[src/rtl/trim_pkg.sv]
// Shared types for the two-wire trimmer slave.
package trim_pkg;
    typedef enum logic [3:0] {
        ST_IDLE,
        ST_DEV,
        ST_DEV_ACK,
        ST_REG,
        ST_REG_ACK,
        ST_DAT,
        ST_DAT_ACK,
        ST_TX,
        ST_TX_ACK,
        ST_HOLD
    } link_state_t;
endpackage

[src/rtl/tw_sync.sv]
// Multi-bit two-stage synchronizer with one extra delayed copy for edge detection.
// Assumes the lines idle high, so every stage resets to 1 and no false edge appears after reset.
module tw_sync #(
    parameter int W = 2
) (
    input  logic         clk,
    input  logic         rst_n,
    input  logic [W-1:0] raw_i,
    output logic [W-1:0] now_o,
    output logic [W-1:0] prev_o
);
    logic [W-1:0] meta_q, sync_q, old_q;

    // Resynchronize the raw lines and keep the previous sample.
    always_ff @(posedge clk) begin
        if (!rst_n) begin
            meta_q <= '1;
            sync_q <= '1;
            old_q  <= '1;
        end else begin
            meta_q <= raw_i;
            sync_q <= meta_q;
            old_q  <= sync_q;
        end
    end

    assign now_o  = sync_q;
    assign prev_o = old_q;
endmodule

[src/rtl/tw_link.sv]
// Two-wire protocol engine: detects start and stop, receives bytes, matches the
// device address, drives acknowledges and read data, and asks for a commit at stop.
// Assumes the SCL/SDA samples come already synchronized. It stays off the bus while busy_i is high.
module tw_link
    import trim_pkg::*;
#(
    parameter logic [6:0] DEV_BASE = 7'h50,
    parameter int         STRAP_W  = 1
) (
    input  logic               clk,
    input  logic               rst_n,
    input  logic               scl_now,
    input  logic               scl_prev,
    input  logic               sda_now,
    input  logic               sda_prev,
    input  logic [STRAP_W-1:0] strap_i,
    input  logic               busy_i,
    input  logic [7:0]         rd_data_i,
    output logic               sda_low_o,
    output logic               commit_o,
    output logic [7:0]         ptr_o,
    output logic [7:0]         wdata_o
);
    localparam logic [6:0] HI_MASK = 7'h7F << STRAP_W;

    link_state_t state;
    logic [7:0]  shreg, txsh;
    logic [3:0]  cnt;
    logic        pend, rd_mode;
    logic        scl_rise, scl_fall, start_c, stop_c;
    logic [6:0]  dev_id;

    assign scl_rise = scl_now & ~scl_prev;
    assign scl_fall = ~scl_now & scl_prev;
    assign start_c  = scl_now & scl_prev & sda_prev & ~sda_now;
    assign stop_c   = scl_now & scl_prev & ~sda_prev & sda_now;
    assign dev_id   = (DEV_BASE & HI_MASK) | (7'(strap_i) & ~HI_MASK);
    assign commit_o = stop_c & pend & ~busy_i;

    // Protocol sequencing: shift bytes on SCL rise, change SDA drive on SCL fall.
    always_ff @(posedge clk) begin
        if (!rst_n) begin
            state     <= ST_IDLE;
            shreg     <= '0;
            txsh      <= '0;
            cnt       <= '0;
            pend      <= 1'b0;
            rd_mode   <= 1'b0;
            sda_low_o <= 1'b0;
            ptr_o     <= '0;
            wdata_o   <= '0;
        end else if (busy_i) begin
            state     <= ST_IDLE;
            sda_low_o <= 1'b0;
            pend      <= 1'b0;
            cnt       <= '0;
        end else if (stop_c) begin
            state     <= ST_IDLE;
            sda_low_o <= 1'b0;
            pend      <= 1'b0;
        end else if (start_c) begin
            state     <= ST_DEV;
            sda_low_o <= 1'b0;
            pend      <= 1'b0;
            cnt       <= '0;
        end else begin
            case (state)
                ST_DEV, ST_REG, ST_DAT: begin
                    if (scl_rise && cnt < 4'd8) begin
                        shreg <= {shreg[6:0], sda_now};
                        cnt   <= cnt + 4'd1;
                    end else if (scl_fall && cnt == 4'd8) begin
                        cnt <= '0;
                        if (state == ST_DEV) begin
                            if (shreg[7:1] == dev_id) begin
                                rd_mode   <= shreg[0];
                                sda_low_o <= 1'b1;
                                state     <= ST_DEV_ACK;
                            end else begin
                                state <= ST_IDLE;
                            end
                        end else if (state == ST_REG) begin
                            ptr_o     <= shreg;
                            sda_low_o <= 1'b1;
                            state     <= ST_REG_ACK;
                        end else begin
                            wdata_o   <= shreg;
                            pend      <= 1'b1;
                            sda_low_o <= 1'b1;
                            state     <= ST_DAT_ACK;
                        end
                    end
                end
                ST_DEV_ACK: if (scl_fall) begin
                    if (rd_mode) begin
                        txsh      <= rd_data_i;
                        sda_low_o <= ~rd_data_i[7];
                        state     <= ST_TX;
                    end else begin
                        sda_low_o <= 1'b0;
                        state     <= ST_REG;
                    end
                end
                ST_REG_ACK: if (scl_fall) begin
                    sda_low_o <= 1'b0;
                    state     <= ST_DAT;
                end
                ST_DAT_ACK: if (scl_fall) begin
                    sda_low_o <= 1'b0;
                    state     <= ST_HOLD;
                end
                ST_TX: if (scl_fall) begin
                    if (cnt == 4'd7) begin
                        sda_low_o <= 1'b0;
                        cnt       <= '0;
                        state     <= ST_TX_ACK;
                    end else begin
                        txsh      <= {txsh[6:0], 1'b0};
                        sda_low_o <= ~txsh[6];
                        cnt       <= cnt + 4'd1;
                    end
                end
                ST_TX_ACK: if (scl_fall) state <= ST_HOLD;
                default: ;
            endcase
        end
    end

    AST_QUIET_WHEN_BUSY: assert property (@(posedge clk) disable iff (!rst_n)
        busy_i |-> !sda_low_o);
    AST_DRIVE_ON_LOW: assert property (@(posedge clk) disable iff (!rst_n)
        $rose(sda_low_o) |-> !$past(scl_now));
    AST_COMMIT_ENDS: assert property (@(posedge clk) disable iff (!rst_n)
        commit_o |=> (state == ST_IDLE) && !sda_low_o);
endmodule

[src/rtl/trim_bank.sv]
// Trimmer register bank with commit timer. A commit stores the data when the pointer
// is in range and always starts the busy window. Assumes commit_i is never raised while busy.
module trim_bank #(
    parameter int         N_REG     = 3,
    parameter logic [7:0] REG_BASE  = 8'hF8,
    parameter int         WR_CYCLES = 1000,
    parameter logic [7:0] RST_VAL   = 8'h7F
) (
    input  logic               clk,
    input  logic               rst_n,
    input  logic               commit_i,
    input  logic [7:0]         ptr_i,
    input  logic [7:0]         wdata_i,
    output logic [7:0]         rd_data_o,
    output logic               busy_o,
    output logic [N_REG*7-1:0] pos_o,
    output logic [N_REG-1:0]   hiz_o
);
    localparam int CW = $clog2(WR_CYCLES + 1);

    logic [7:0]    regs [N_REG];
    logic [CW-1:0] tmr;

    for (genvar gi = 0; gi < N_REG; gi++) begin : g_reg
        // Hold one register; load it on a commit addressed to it.
        always_ff @(posedge clk) begin
            if (!rst_n)
                regs[gi] <= RST_VAL;
            else if (commit_i && ptr_i == 8'(REG_BASE + gi))
                regs[gi] <= wdata_i;
        end
        assign pos_o[gi*7 +: 7] = regs[gi][6:0];
        assign hiz_o[gi]        = regs[gi][7];

        AST_REG_HOLD: assert property (@(posedge clk) disable iff (!rst_n)
            !commit_i |=> $stable(regs[gi]));
    end

    // Select read data; unmapped addresses read as all ones.
    always_comb begin
        rd_data_o = 8'hFF;
        for (int i = 0; i < N_REG; i++)
            if (ptr_i == 8'(REG_BASE + i)) rd_data_o = regs[i];
    end

    // Count down the commit window.
    always_ff @(posedge clk) begin
        if (!rst_n)         tmr <= '0;
        else if (commit_i)  tmr <= CW'(WR_CYCLES);
        else if (tmr != '0) tmr <= tmr - 1'b1;
    end
    assign busy_o = (tmr != '0);

    AST_COMMIT_NOT_BUSY: assert property (@(posedge clk) disable iff (!rst_n)
        commit_i |-> !busy_o);
    AST_COMMIT_STARTS_WINDOW: assert property (@(posedge clk) disable iff (!rst_n)
        commit_i |=> busy_o);
endmodule

[src/rtl/trim_serial_slave.sv]
// Top level: two-wire slave in front of N_REG trimmer registers.
// Assumes SCL and SDA are asynchronous and idle high. The open-drain data output is given as a drive-low enable.
module trim_serial_slave #(
    parameter int         N_REG     = 3,
    parameter logic [7:0] REG_BASE  = 8'hF8,
    parameter int         WR_CYCLES = 1000,
    parameter logic [6:0] DEV_BASE  = 7'h50,
    parameter int         STRAP_W   = 1
) (
    input  logic               clk,
    input  logic               rst_n,
    input  logic               scl_i,
    input  logic               sda_i,
    input  logic [STRAP_W-1:0] strap_i,
    output logic               sda_pull_o,
    output logic               busy_o,
    output logic [N_REG*7-1:0] pos_o,
    output logic [N_REG-1:0]   hiz_o
);
    logic [1:0] now_s, prev_s;
    logic       commit;
    logic [7:0] ptr, wdata, rd_data;

    tw_sync #(.W(2)) i_sync (
        .clk(clk), .rst_n(rst_n), .raw_i({scl_i, sda_i}),
        .now_o(now_s), .prev_o(prev_s)
    );

    tw_link #(.DEV_BASE(DEV_BASE), .STRAP_W(STRAP_W)) i_link (
        .clk(clk), .rst_n(rst_n),
        .scl_now(now_s[1]), .scl_prev(prev_s[1]),
        .sda_now(now_s[0]), .sda_prev(prev_s[0]),
        .strap_i(strap_i), .busy_i(busy_o), .rd_data_i(rd_data),
        .sda_low_o(sda_pull_o), .commit_o(commit),
        .ptr_o(ptr), .wdata_o(wdata)
    );

    trim_bank #(.N_REG(N_REG), .REG_BASE(REG_BASE), .WR_CYCLES(WR_CYCLES)) i_bank (
        .clk(clk), .rst_n(rst_n), .commit_i(commit), .ptr_i(ptr),
        .wdata_i(wdata), .rd_data_o(rd_data), .busy_o(busy_o),
        .pos_o(pos_o), .hiz_o(hiz_o)
    );
endmodule

[config.mk]
export PLATFORM = sky130hd
export DESIGN_NAME = trim_serial_slave
export DESIGN_NICKNAME = d
export VERILOG_FILES = /design/src/rtl/trim_pkg.sv /design/src/rtl/tw_sync.sv /design/src/rtl/tw_link.sv /design/src/rtl/trim_bank.sv /design/src/rtl/trim_serial_slave.sv
export SDC_FILE = /design/constraint.sdc
export NUM_CORES = 1
export LEC_CHECK = 0
export ABC_CLOCK_PERIOD_IN_PS = 2600
export BUFFER_PORTS_ARGS = -buffer_cell sky130_fd_sc_hd__buf_2
export CAP_MARGIN = 25
export CELL_PAD_IN_SITES_DETAIL_PLACEMENT = 1
export CELL_PAD_IN_SITES_GLOBAL_PLACEMENT = 2
export CORE_MARGIN = 2
export CORE_UTILIZATION = 37
export DETAILED_ROUTE_END_ITERATION = 10
export PLACE_DENSITY_LB_ADDON = 0.15
export SLEW_MARGIN = 20
export SYNTH_ARGS = -nofsm -noshare
export SYNTH_HDL_FRONTEND = slang
export SYNTH_SLANG_ARGS = --single-unit
[constraint.sdc]
create_clock -name clk -period 2.6 [get_ports clk]
set_input_delay 0.26 -clock clk [delete_from_list [all_inputs] [get_ports clk]]
set_output_delay 0.26 -clock clk [all_outputs]
set_load 0.01 [all_outputs]
* Word-level counts from Yosys, hierarchy flattened
Memory sizes are Yosys's and may differ from the RTL's.
Index checks and enable logic that the tools add are counted.
** Storage, ports and cells
- Register bits :: 58
- ROM bits :: 0
- Input bits :: 5
- Bits in writable memories :: 24
- Output and inout bits :: 26
- Word-level logic and storage cells :: 158
- Memories kept :: 1
- Latch bits :: 0
** Memories
- i_bank.regs :: depth 3, width 8, rd ports 3, clocked after memory_dff 0, wr ports 3, RTL line trim_bank.sv:21 : logic [7:0] regs [N_REG];
** Operators by class
- Div/mod/pow operators :: 0
- Magnitude comparators :: 1
- Bitwise operators :: 25
- Reductions and logical operators :: 29
- Eq/ne operators :: 33
- $mul :: 0
- Add/sub/neg operators :: 2
- Shift operators :: 0
- Multiplexer cells :: 52
** Operator list (count)
- 4-bit two-way mux :: 13
- 8-bit two-way mux :: 6
- 8-bit AND reduction :: 6
- 7-bit two-way mux :: 4
- 8-bit == test (second input constant) :: 3
- 4-bit by 3-bit == test with 1-bit output (second input constant) :: 5
- 1-bit two-way mux :: 20
- 10-bit two-way mux :: 2
- 4-bit case mux with 5 select lines :: 1
- 3-bit by 1-bit != test with 1-bit output (second input constant) :: 6
- 2-bit by 1-bit != test with 1-bit output (second input constant) :: 8
- 7-bit case mux with 2 select lines :: 1
- 1-bit inverter :: 13
- 5-bit AND reduction :: 2
- 10-bit nonzero test :: 1
- 10-bit by 1-bit subtractor with 10-bit output (second input constant) :: 1
- 1-bit bitwise AND :: 9
- 4-bit by 2-bit == test with 1-bit output (second input constant) :: 2
- 4-bit == test (second input constant) :: 2
- 4-bit case mux with 2 select lines :: 1
- 2-bit OR reduction :: 4
- 7-bit == test :: 1
- 7-bit AND reduction :: 1
- 6-bit nonzero test :: 1
- other kinds (19) :: 29

* Logic depth before layout (Yosys ltp)
Gate-level depths: netlist of run 1.
- Depth after elaboration :: 10
- Depth in mapped cells :: 9

* Hierarchy
From an unflattened synthesis of run 1, not the netlist that was laid out.
** Second synthesis, totals
- Cell total of the unflattened synthesis :: 410
- Area total of the unflattened synthesis :: 4032.6 um^2
** By module, submodules not included
- tw_link :: sequential area each 840.8 um^2, times used 1, cells each 249, area an instance 2220.9 um^2
- trim_bank :: sequential area each 920.9 um^2, times used 1, cells each 149, area an instance 1654.1 um^2
- tw_sync :: sequential area each 120.1 um^2, times used 1, cells each 12, area an instance 157.7 um^2

* Worst setup path before layout of run 1
No wires, ideal clock.
- Kind :: register to register
- Start point :: reg i_bank.tmr[0]
- End point :: mem i_bank.regs[0][0], enable pin
- Cell stages (with the launch flop) :: 8
- Library setup time :: 0.387 ns
- Path slack :: 0.263 ns
- Clock period less this slack :: 2.337 ns
- Arrival time :: 1.950 ns
- Buffers on the path :: 1
- Data required time :: 2.213 ns
- Cell sequence :: dfxtp_1 inv_1 ha_1 and2b_1 and4b_1 buf_2 nand3_1 o31ai_1
** RTL lines
- start: declaration :: RTL line trim_bank.sv:22 : logic [CW-1:0] tmr;
- start signal: assignment :: RTL line trim_bank.sv:49 : else if (commit_i) tmr <= CW'(WR_CYCLES);
- start signal: assignment :: RTL line trim_bank.sv:50 : else if (tmr != '0) tmr <= tmr - 1'b1;
- end: declaration :: RTL line trim_bank.sv:21

* Worst setup path after layout of run 1
- Start point :: reg i_bank.tmr[0]
- End point :: out busy_o
** Between the ends
- Cells in the longest elaborated chain, start to end :: 1
** RTL lines
- 10-bit nonzero test :: RTL line trim_bank.sv:52 : assign busy_o = (tmr != '0);
- end: declaration :: RTL line trim_serial_slave.sv:16 : output logic busy_o,
No other way between the ends.

==> results of run 1 <==
worst max path at each step:
| stage | startpoint | end |
|---|---|---|
| 6_report | i_bank.tmr[0] | busy_o |
| 5_1_grt | i_bank.tmr[0] | i_link.wdata_o[3] |
| 4_1_cts | i_bank.tmr[0] | busy_o |
| 3_5_place_dp | i_bank.tmr[0] | i_link.wdata_o[1] |
| 3_3_place_gp | i_bank.tmr[0] | i_link.wdata_o[7] |
| 2_1_floorplan | i_bank.tmr[0] | i_bank.regs[0][0] |
where the power goes:
group	switching (mW)	total, mW	internal (mW)
Combinational	0.369	0.589	0.220
Sequential	0.0631	1.44	1.37
Clock	0.487	0.932	0.446
Total	0.918	2.96	2.04
routing by layer:
| metal | part of all wire (%) | up-vias | GRT usage [%] |
|---|---|---|---|
| li1 | - | 1568 | - |
| met1 | 50 | 1531 | 27.2 |
| met2 | 46 | 49 | 29.9 |
| met3 | 3.1 | 10 | 3.65 |
| met4 | 1.3 | 0 | 5.92 |
| met5 | 0 | - | 0 |
registers in the layout, summed over array words and instances, names as in the netlist:
signal / flops
i_bank.regs: 24
i_link.shreg: 8
i_sync.meta_q: 2
i_link.ptr_o: 8
i_link.pend: 1
i_link.state: 4
i_link.cnt: 4
i_link.txsh: 7
i_sync.prev_o: 2
i_link.sda_low_o: 1
i_link.rd_mode: 1
i_bank.tmr: 10
i_link.wdata_o: 8
i_sync.now_o: 2
through the flow:
| step | util, % | instance area (sq um) | power [mW] |
|---|---|---|---|
| finish | 42.7 | 4350 | 2.96 |
| global route | 42.7 | 4350 | 3.14 |
| CTS | 42.7 | 4350 | 2.98 |
| detailed placement | 40.9 | 4170 | 2.05 |
| global placement | 40.9 | 4170 | 2.03 |
| floorplan | - | 3830 | 1.89 |
layout make-up:
type                       instances  area (sq um)  area share [%]
clock buffer                      11           131            3.02
inverter                           9          33.8           0.776
timing repair buffer              43           248            5.69
sequential                        82          1880            43.2
multi-input combinational        301          1830            42.1
clock inverter                     5          56.3            1.29
tap                              136           170            3.91
layout by cell type (no fill, tap or decap), types with 13 or more instances in the layout:
| master | Yosys | routed |
|---|---|---|
| sky130_fd_sc_hd__buf_2 | 5 | 30 |
| sky130_fd_sc_hd__nand3_1 | 22 | 22 |
| sky130_fd_sc_hd__nor2_1 | 26 | 26 |
| sky130_fd_sc_hd__buf_4 | 0 | 13 |
| sky130_fd_sc_hd__or3_1 | 18 | 18 |
| sky130_fd_sc_hd__a21oi_1 | 22 | 22 |
| sky130_fd_sc_hd__o21ai_0 | 31 | 31 |
| sky130_fd_sc_hd__edfxtp_1 | 24 | 24 |
| sky130_fd_sc_hd__nand2_1 | 49 | 49 |
| sky130_fd_sc_hd__nand2b_1 | 14 | 14 |
| sky130_fd_sc_hd__dfxtp_1 | 58 | 58 |
| sky130_fd_sc_hd__o22ai_1 | 17 | 17 |
critical path: stages, from the launching register on:
cell and delay (ns):
sky130_fd_sc_hd__dfxtp_1 0.39, sky130_fd_sc_hd__inv_1 0.06, sky130_fd_sc_hd__ha_1 0.21, sky130_fd_sc_hd__and2b_1 0.22
sky130_fd_sc_hd__and4b_1 0.31, sky130_fd_sc_hd__inv_2 0.28, sky130_fd_sc_hd__buf_2 0.20
logic make-up (layout without fill, tap and decap cells):
| kind of cell | Yosys count | in the layout |
|---|---|---|
| DFF | 82 | 82 |
| muxes | 13 | 13 |
| and+or+nand+nor | 182 | 182 |
| buffers and inverters | 28 | 68 |
| adders and majority gates | 3 | 3 |
| AOI/OAI and AO/OA | 100 | 100 |
| xor gates and xnor gates | 3 | 3 |
==> summary.md, run 1 <==
The number of filler cells placed in the layout is 1,248, and the maximum number of buffers from clock root to sink is 2. The count of nets left with antenna violations after detail routing was 0. Summing the areas of all compound-gate instances in the mapped netlist gives 16.1% of the synthesized area. Entering global routing, the biggest net connects 39 pins.

For the slack of the critical path, the log shows 0.323 ns. After clock tree synthesis, the repair step resized 0 gates. The top cell type by area accounts for 30.3% of the synthesized area.

The run gives 31 as the number of top-level design ports. The total negative slack for setup checks is 0 ns, and the hold buffer count at CTS is 0. Subtracting the final worst setup slack from the clock period gives 2.28 ns. In the final layout, the share of cells above drive strength 1 is 18.2%.

The number of vias after detailed routing is 3,158, and the average instance area after synthesis is 9.32 sq um. For this run, the register share of the synthesized area comes to 49.1%. The number of antenna diodes in the final layout is 0. The Yosys step of the flow raised 0 warnings.

The critical path in this run is classified as reg2out. The die covers 0.0112 sq mm. TritonCTS built the clock tree. The worst hold path belongs to the class in2reg.

The run gives 571 as the number of cells after detailed placement. The synthesis-to-finish area growth was 13.6%; the post-CTS setup-driven buffer insertion count was 0. The tools report the category of the worst setup path capture point as a primary output. Clock-pin slew was measured on the worst setup and hold paths at 0.08 ns.

Of the total synthesized cell area, the portion taken by full adders, half adders and majority gates is 0.979%. The final count of negative-setup-slack endpoints is 0, and the detail-routed via count per cell is 5.38. For the number of antenna violations at the first check in global routing, the log shows 0. Summed over all cells, the static leakage comes to 1.35 nW. The cell type contributing the most total cell area after synthesis is sky130_fd_sc_hd__dfxtp_1. For the count of routing violations after the opening detailed-route iteration, the log shows 124. In this run the cell area of the synthesized design comes to 0.00383 sq mm. The wire-length estimate of the detail-placed layout is 7.22 mm. At the end of routability-driven placement, the weighted congestion stood at 0.780. After layout, the worst path uses 87.6% of the clock period.

Measured in cells, the most critical reg-to-reg path has a length of 8. Setup repair after global routing left no endpoint under its margin. Counting every net in the synthesized netlist gives 419. Yosys attributes the largest share of cell area to sky130_fd_sc_hd__dfxtp_1, sky130_fd_sc_hd__edfxtp_1, sky130_fd_sc_hd__nand2_1, sky130_fd_sc_hd__o21ai_0, sky130_fd_sc_hd__or3_1. On the final layout, the worst hold slack is 0.0889 ns. The count of buffers added on input and output ports is 30.

The run gives 0 as the number of failing hold endpoints at the final stage. For this run, the leading register cell type out of synthesis is sky130_fd_sc_hd__dfxtp_1. For this configuration, the core starts out at a cell density of 37.6%.

For the maximum ir drop on the vdd rail, the log shows 0.411 mV. The die is 106 um wide. The total area inside the core boundary comes to 0.0102 sq mm. The via count of the first global-routing pass was 3,107. Leaving out filler cells and counting taps, the final layout contains 587. The floorplan step set the die height to 106 um.

At the pin with the least slew margin, the transition time is 0.552 ns. Setup slack on the worst reg-to-reg path comes out at 0.37 ns. The endpoint identified for the worst register-to-register timing path is i_link.wdata_o[7].

The synthesized design contains 24 enable-type register cells. The tools report the worst slew slack as a fraction of its limit as 63.1%. The logs give 3 for the number of levels the H-tree was split into and 454 for the net total in the final layout. OpenSTA, run right after detailed placement, puts the worst setup slack at 0.362 ns.

The library cell with the highest instance count after synthesis is sky130_fd_sc_hd__dfxtp_1. Counting distinct cell types in the post-synthesis netlist gives 60. Row generation in the floorplan step produced 37 rows. After detailed routing, the total wire length is 10.2 mm.

Dividing the detail-routed wire length by the instance count gives 17.3 um. Counting every instance in the synthesized netlist gives 411. Across the routed clock network, the largest skew measured is 0.00756 ns. The tools report the launching point of the worst reg2reg path as i_bank.tmr[0].

The tool flagged a number of max-cap violations equal to 0. Of all nets on the critical path, the largest fanout is 14. The worst hold path begins at sda_i. The root buffer selected by CTS was sky130_fd_sc_hd__clkbuf_8.

The flow ran to the end, and the final reports show no timing, DRC or antenna violations. Along the worst hold path, the cell count comes to 2. For the total CTS buffers, the log shows 9. The total grt overflow was 0; the data required time of the worst path was 2.34 ns. Of all flip-flops after synthesis, the portion carrying an async set or reset was 0%. Global routing consumed, over all layers together, 19.3% of the routing resources.

After Yosys synthesis, and, or, nand and nor cells account for 26.3% of the synthesized area. Of the post-synthesis cell area, the part taken by muxes is 3.69%. In the synthesized netlist, the cells that appear most often are sky130_fd_sc_hd__dfxtp_1, sky130_fd_sc_hd__nand2_1, sky130_fd_sc_hd__o21ai_0. The first global-routing pass estimated 16.6 mm of wire. Endpoint with the worst hold slack: i_sync.meta_q[0].

The power per cell area came out at 679 mW/mm^2. Derived from the worst setup path, the maximum achievable clock frequency is 439 MHz. For the final max-slew violation count, the log shows 0. The post-synthesis sequential element count was 82. The critical path data arrival time is 2.02 ns.

By area, the combinational part of the netlist is dominated by simple AND/OR/NAND/NOR gates. For the worst-skew pair, the clock arrives at the later sink with an insertion delay of 0.36 ns. The synthesized netlist devotes 0.686% of its cell area to XOR and XNOR gates. The count of clock tree sinks is 82. STA classifies the critical path startpoint as a register.

In the routed design, unresolved DRC markers number 0. For the first-pass detailed-route iteration total, the log shows 4.
Power figures use the tool's default switching activity.
==> run 2: changes to the inputs <==
--- a/config.mk
+++ b/config.mk
@@ -7,12 +7,13 @@
 export LEC_CHECK = 0
 export ABC_CLOCK_PERIOD_IN_PS = 2600
 export BUFFER_PORTS_ARGS = -buffer_cell sky130_fd_sc_hd__buf_2
-export CAP_MARGIN = 25
+export CAP_MARGIN = 20
 export CELL_PAD_IN_SITES_DETAIL_PLACEMENT = 1
 export CELL_PAD_IN_SITES_GLOBAL_PLACEMENT = 2
 export CORE_MARGIN = 2
 export CORE_UTILIZATION = 37
 export DETAILED_ROUTE_END_ITERATION = 10
+export GPL_TIMING_DRIVEN = 0
 export PLACE_DENSITY_LB_ADDON = 0.15
 export SLEW_MARGIN = 20
 export SYNTH_ARGS = -nofsm -noshare
==> run 2 against run 1 <==
- final area increased by 0.89%
- critical path depth up 2
- sequential power about the same
- via count rose by 2.8%
- worst hold slack lost 0.020 ns
- utilization rose by 0.38 points
- clock skew decreased by 0.00082 ns
- critical endpoint is now i_bank.regs[0][4]
- largest cell class unchanged
- largest power group unchanged
==> summary.md, run 2 (same netlist as run 1, synthesis figures left out) <==
The run finished with clean final reports. Met1 track demand over resource in global routing: 28.2% (was 27.2%). The clock transition at the register clock pins on the worst setup and hold paths after CTS works out to 0.08 ns (about the same).

The tools report the startpoint type of the worst setup path as a register (unchanged). The tools report the hold buffer count at CTS as 0 (unchanged). The net total in the final layout came out at 464 (was 454). Maximum ir drop on the vdd rail: 0.351 mV (was 0.411 mV). Slack of the critical path: 0.153 ns (was 0.323 ns). The average routed wire per standard cell works out to 18.1 um (was 17.3 um). The final count of negative-setup-slack endpoints came out at 0 (unchanged). Root buffer selected by CTS: sky130_fd_sc_hd__clkbuf_8 (unchanged). The tools report the total CTS buffers as 9 (unchanged).

The area taken by flip-flops and latches came out at 0.00188 sq mm (unchanged). Post-place setup slack: -0.136 ns (was 0.362 ns). The antenna cell count was 0 (unchanged). The run gives 0.0102 sq mm (unchanged) as the placeable core region. The number of antenna violations at the first check in global routing is 0 (unchanged), and the maximum number of buffers from clock root to sink is 2 (unchanged). The worst slew slack as a fraction of its limit is 56.0% (was 63.1%). Total wire length after detailed routing: 10.8 mm (was 10.2 mm). The critical-path maximum fanout came out at 10 (was 14).

The logs give 0 (unchanged) for the total grt overflow and 92 (was 124) for the count of routing violations after the opening detailed-route iteration. The number of failing hold endpoints at the final stage is 0 (unchanged). For the overall fraction of global-route tracks in use, the log shows 20.4% (was 19.3%). The total leakage power was 1.34 nW (was 1.35 nW).

The logs give 0.36 ns (about the same) for the worst-skew pair later-pin latency and 0.00187 sq mm (was 0.00183 sq mm) for the area taken by multi-input logic gates. The post-layout instance count excluding filler cells came out at 597 (was 587). The tools report the met3 demand-to-capacity share in global routing as 2.66% (was 3.65%).

Setup repair after global routing could not meet its margin everywhere. The classification of the worst-slack hold path is in2reg (unchanged). The number of filler cells placed in the layout was 1,241 (was 1,248); the x dimension of the die was 106 um (unchanged).

The time the worst path needs with I/O delays and setup was 2.45 ns (was 2.28 ns). The slew at the pin closest to its max-slew limit was 0.660 ns (was 0.552 ns); the synthesis-to-finish area growth was 14.6% (was 13.6%). The number of cells after detailed placement came out at 577 (was 571).

The maximum operating frequency is 409 MHz (was 439 MHz). The die footprint is 0.0112 sq mm (unchanged), and the number of maximum-capacitance violations is 0 (unchanged). The data required time of the worst path is 2.69 ns (was 2.34 ns), and the die span in y is 106 um (unchanged). The utilization after layout was 43.1% (was 42.7%); the post-route fraction of the period consumed by the critical path was 94.1% (was 87.6%). The tools report the number of levels the H-tree was split into as 3 (unchanged). Commonest non-fill, non-tap cells in the layout: sky130_fd_sc_hd__dfxtp_1, sky130_fd_sc_hd__nand2_1, sky130_fd_sc_hd__buf_2 (was sky130_fd_sc_hd__dfxtp_1, sky130_fd_sc_hd__nand2_1, sky130_fd_sc_hd__o21ai_0).

The critical path data arrival time came out at 2.53 ns (was 2.02 ns). The run gives 17.7 mm (was 16.6 mm) as the first-pass GRT wire length. Worst setup path category: reg2reg (was reg2out).

The run gives 0 (unchanged) as the final max-slew violation count. Flip-flop count of the largest register after layout: 24 (unchanged). The pin count of the biggest net entering global routing was 14 (was 39). The share of post-route cells with drive strength above 1 is 17.4% (was 18.2%), and the half-perimeter wire length after detailed placement is 7.79 mm (was 7.22 mm).

The first-pass detailed-route iteration total came out at 4 (unchanged). The tools report the category of the worst setup path capture point as a register (was a primary output). The most frequent standard cell in the layout excluding fill and tap cells is sky130_fd_sc_hd__dfxtp_1 (unchanged).

The met2 demand-to-capacity share in global routing is 32.3% (was 29.9%). The run gives 31 (unchanged) as the number of top-level design ports. The count of port buffers added during placement is 30 (unchanged). Biggest registers after layout: i_bank.regs (24), i_bank.tmr (10) (unchanged). The number of DRC violations after detailed routing is 0 (unchanged), and the effective utilization at floorplan is 37.6% (unchanged). The power per cell area came out at 652 mW/mm^2 (was 679 mW/mm^2). The placer's final routability congestion estimate was 0.850 (was 0.780). The tools report the via count of the first global-routing pass as 3,280 (was 3,107). The logs give 3,248 (was 3,158) for the number of vias after detailed routing and 0 (unchanged) for the count of nets left with antenna violations after detail routing. The largest register by flop count is i_bank.regs (unchanged). The maximum clock skew at final layout came out at 0.00674 ns (was 0.00756 ns). Layer carrying the most global-route usage: met2 (unchanged). Detail-routed via count per cell: 5.44 (was 5.38). TritonCTS built the clock tree. The tools report the row count as 37 (unchanged).

For the count of clock tree sinks, the log shows 82 (unchanged).
[run 2: area by class of cell]
type | instances | share of cell area (%)
Sequential cell | 82 | 42.8
Inverter | 9 | 0.769
Multi-Input combinational cell | 301 | 42.5
Tap cell | 136 | 3.87
Timing Repair Buffer | 34 | 4.39
Buffer | 19 | 1.94
Clock inverter | 6 | 0.741
Clock buffer | 10 | 2.91
[run 2: repair_timing]
| action | CTS | global route |
|---|---|---|
| buffers inserted | 0 | 4 |
| gates resized for setup | 0 | 5 |
| endpoints found under the setup margin | 24 | 31 |
[run 2: power breakdown]
| group | internal (mW) | leakage, nW | switching [mW] | total, mW |
|---|---|---|---|---|
| clock | 0.339 | 0.0754 | 0.489 | 0.828 |
| combinational | 0.223 | 0.621 | 0.378 | 0.602 |
| sequential | 1.37 | 0.641 | 0.0609 | 1.43 |
[run 2: final timing paths]
path	startpoint	depth (start not counted)	endpoint	slack [ns]
hold reg to reg	i_sync.meta_q[0]	1	i_sync.now_o[0]	0.41
setup / recovery	i_bank.tmr[0]	8	i_bank.regs[0][4]	0.15
hold / removal	scl_i	2	i_sync.meta_q[1]	0.07
setup reg to reg	i_bank.tmr[0]	8	i_bank.regs[0][4]	0.15
[run 2: metrics by stage]
step                      total power [mW]  instance area (sq um)  hold slack [ns]  TNS (ns)
after CTS                             2.89                   4320           0.0552     -2.87
final                                 2.86                   4390           0.0685         0
after global routing                  3.02                   4390           0.0691    -0.205
after floorplan                       1.89                   3830            0.361         0
after global placement                2.04                   4150            0.391     -9.64
after detailed placement              2.07                   4160            0.393     -2.41
[run 2: metal layers]
metal	up-vias	part of all wire, %	wire [um]
met2	54	45	4900
met5	-	0	0
met3	12	3.0	329
met1	1585	50	5420
met4	0	1.5	164
li1	1597	-	-
[run 2: worst max-delay path: stages, from the launching register on]
cell	delay (ns)
sky130_fd_sc_hd__dfxtp_1	0.34
sky130_fd_sc_hd__inv_1	0.06
sky130_fd_sc_hd__ha_1	0.18
sky130_fd_sc_hd__and2b_1	0.23
sky130_fd_sc_hd__and4b_1	0.29
sky130_fd_sc_hd__buf_2	0.26
sky130_fd_sc_hd__nand3_1	0.31
sky130_fd_sc_hd__o31ai_4	0.32
sky130_fd_sc_hd__buf_12	0.17
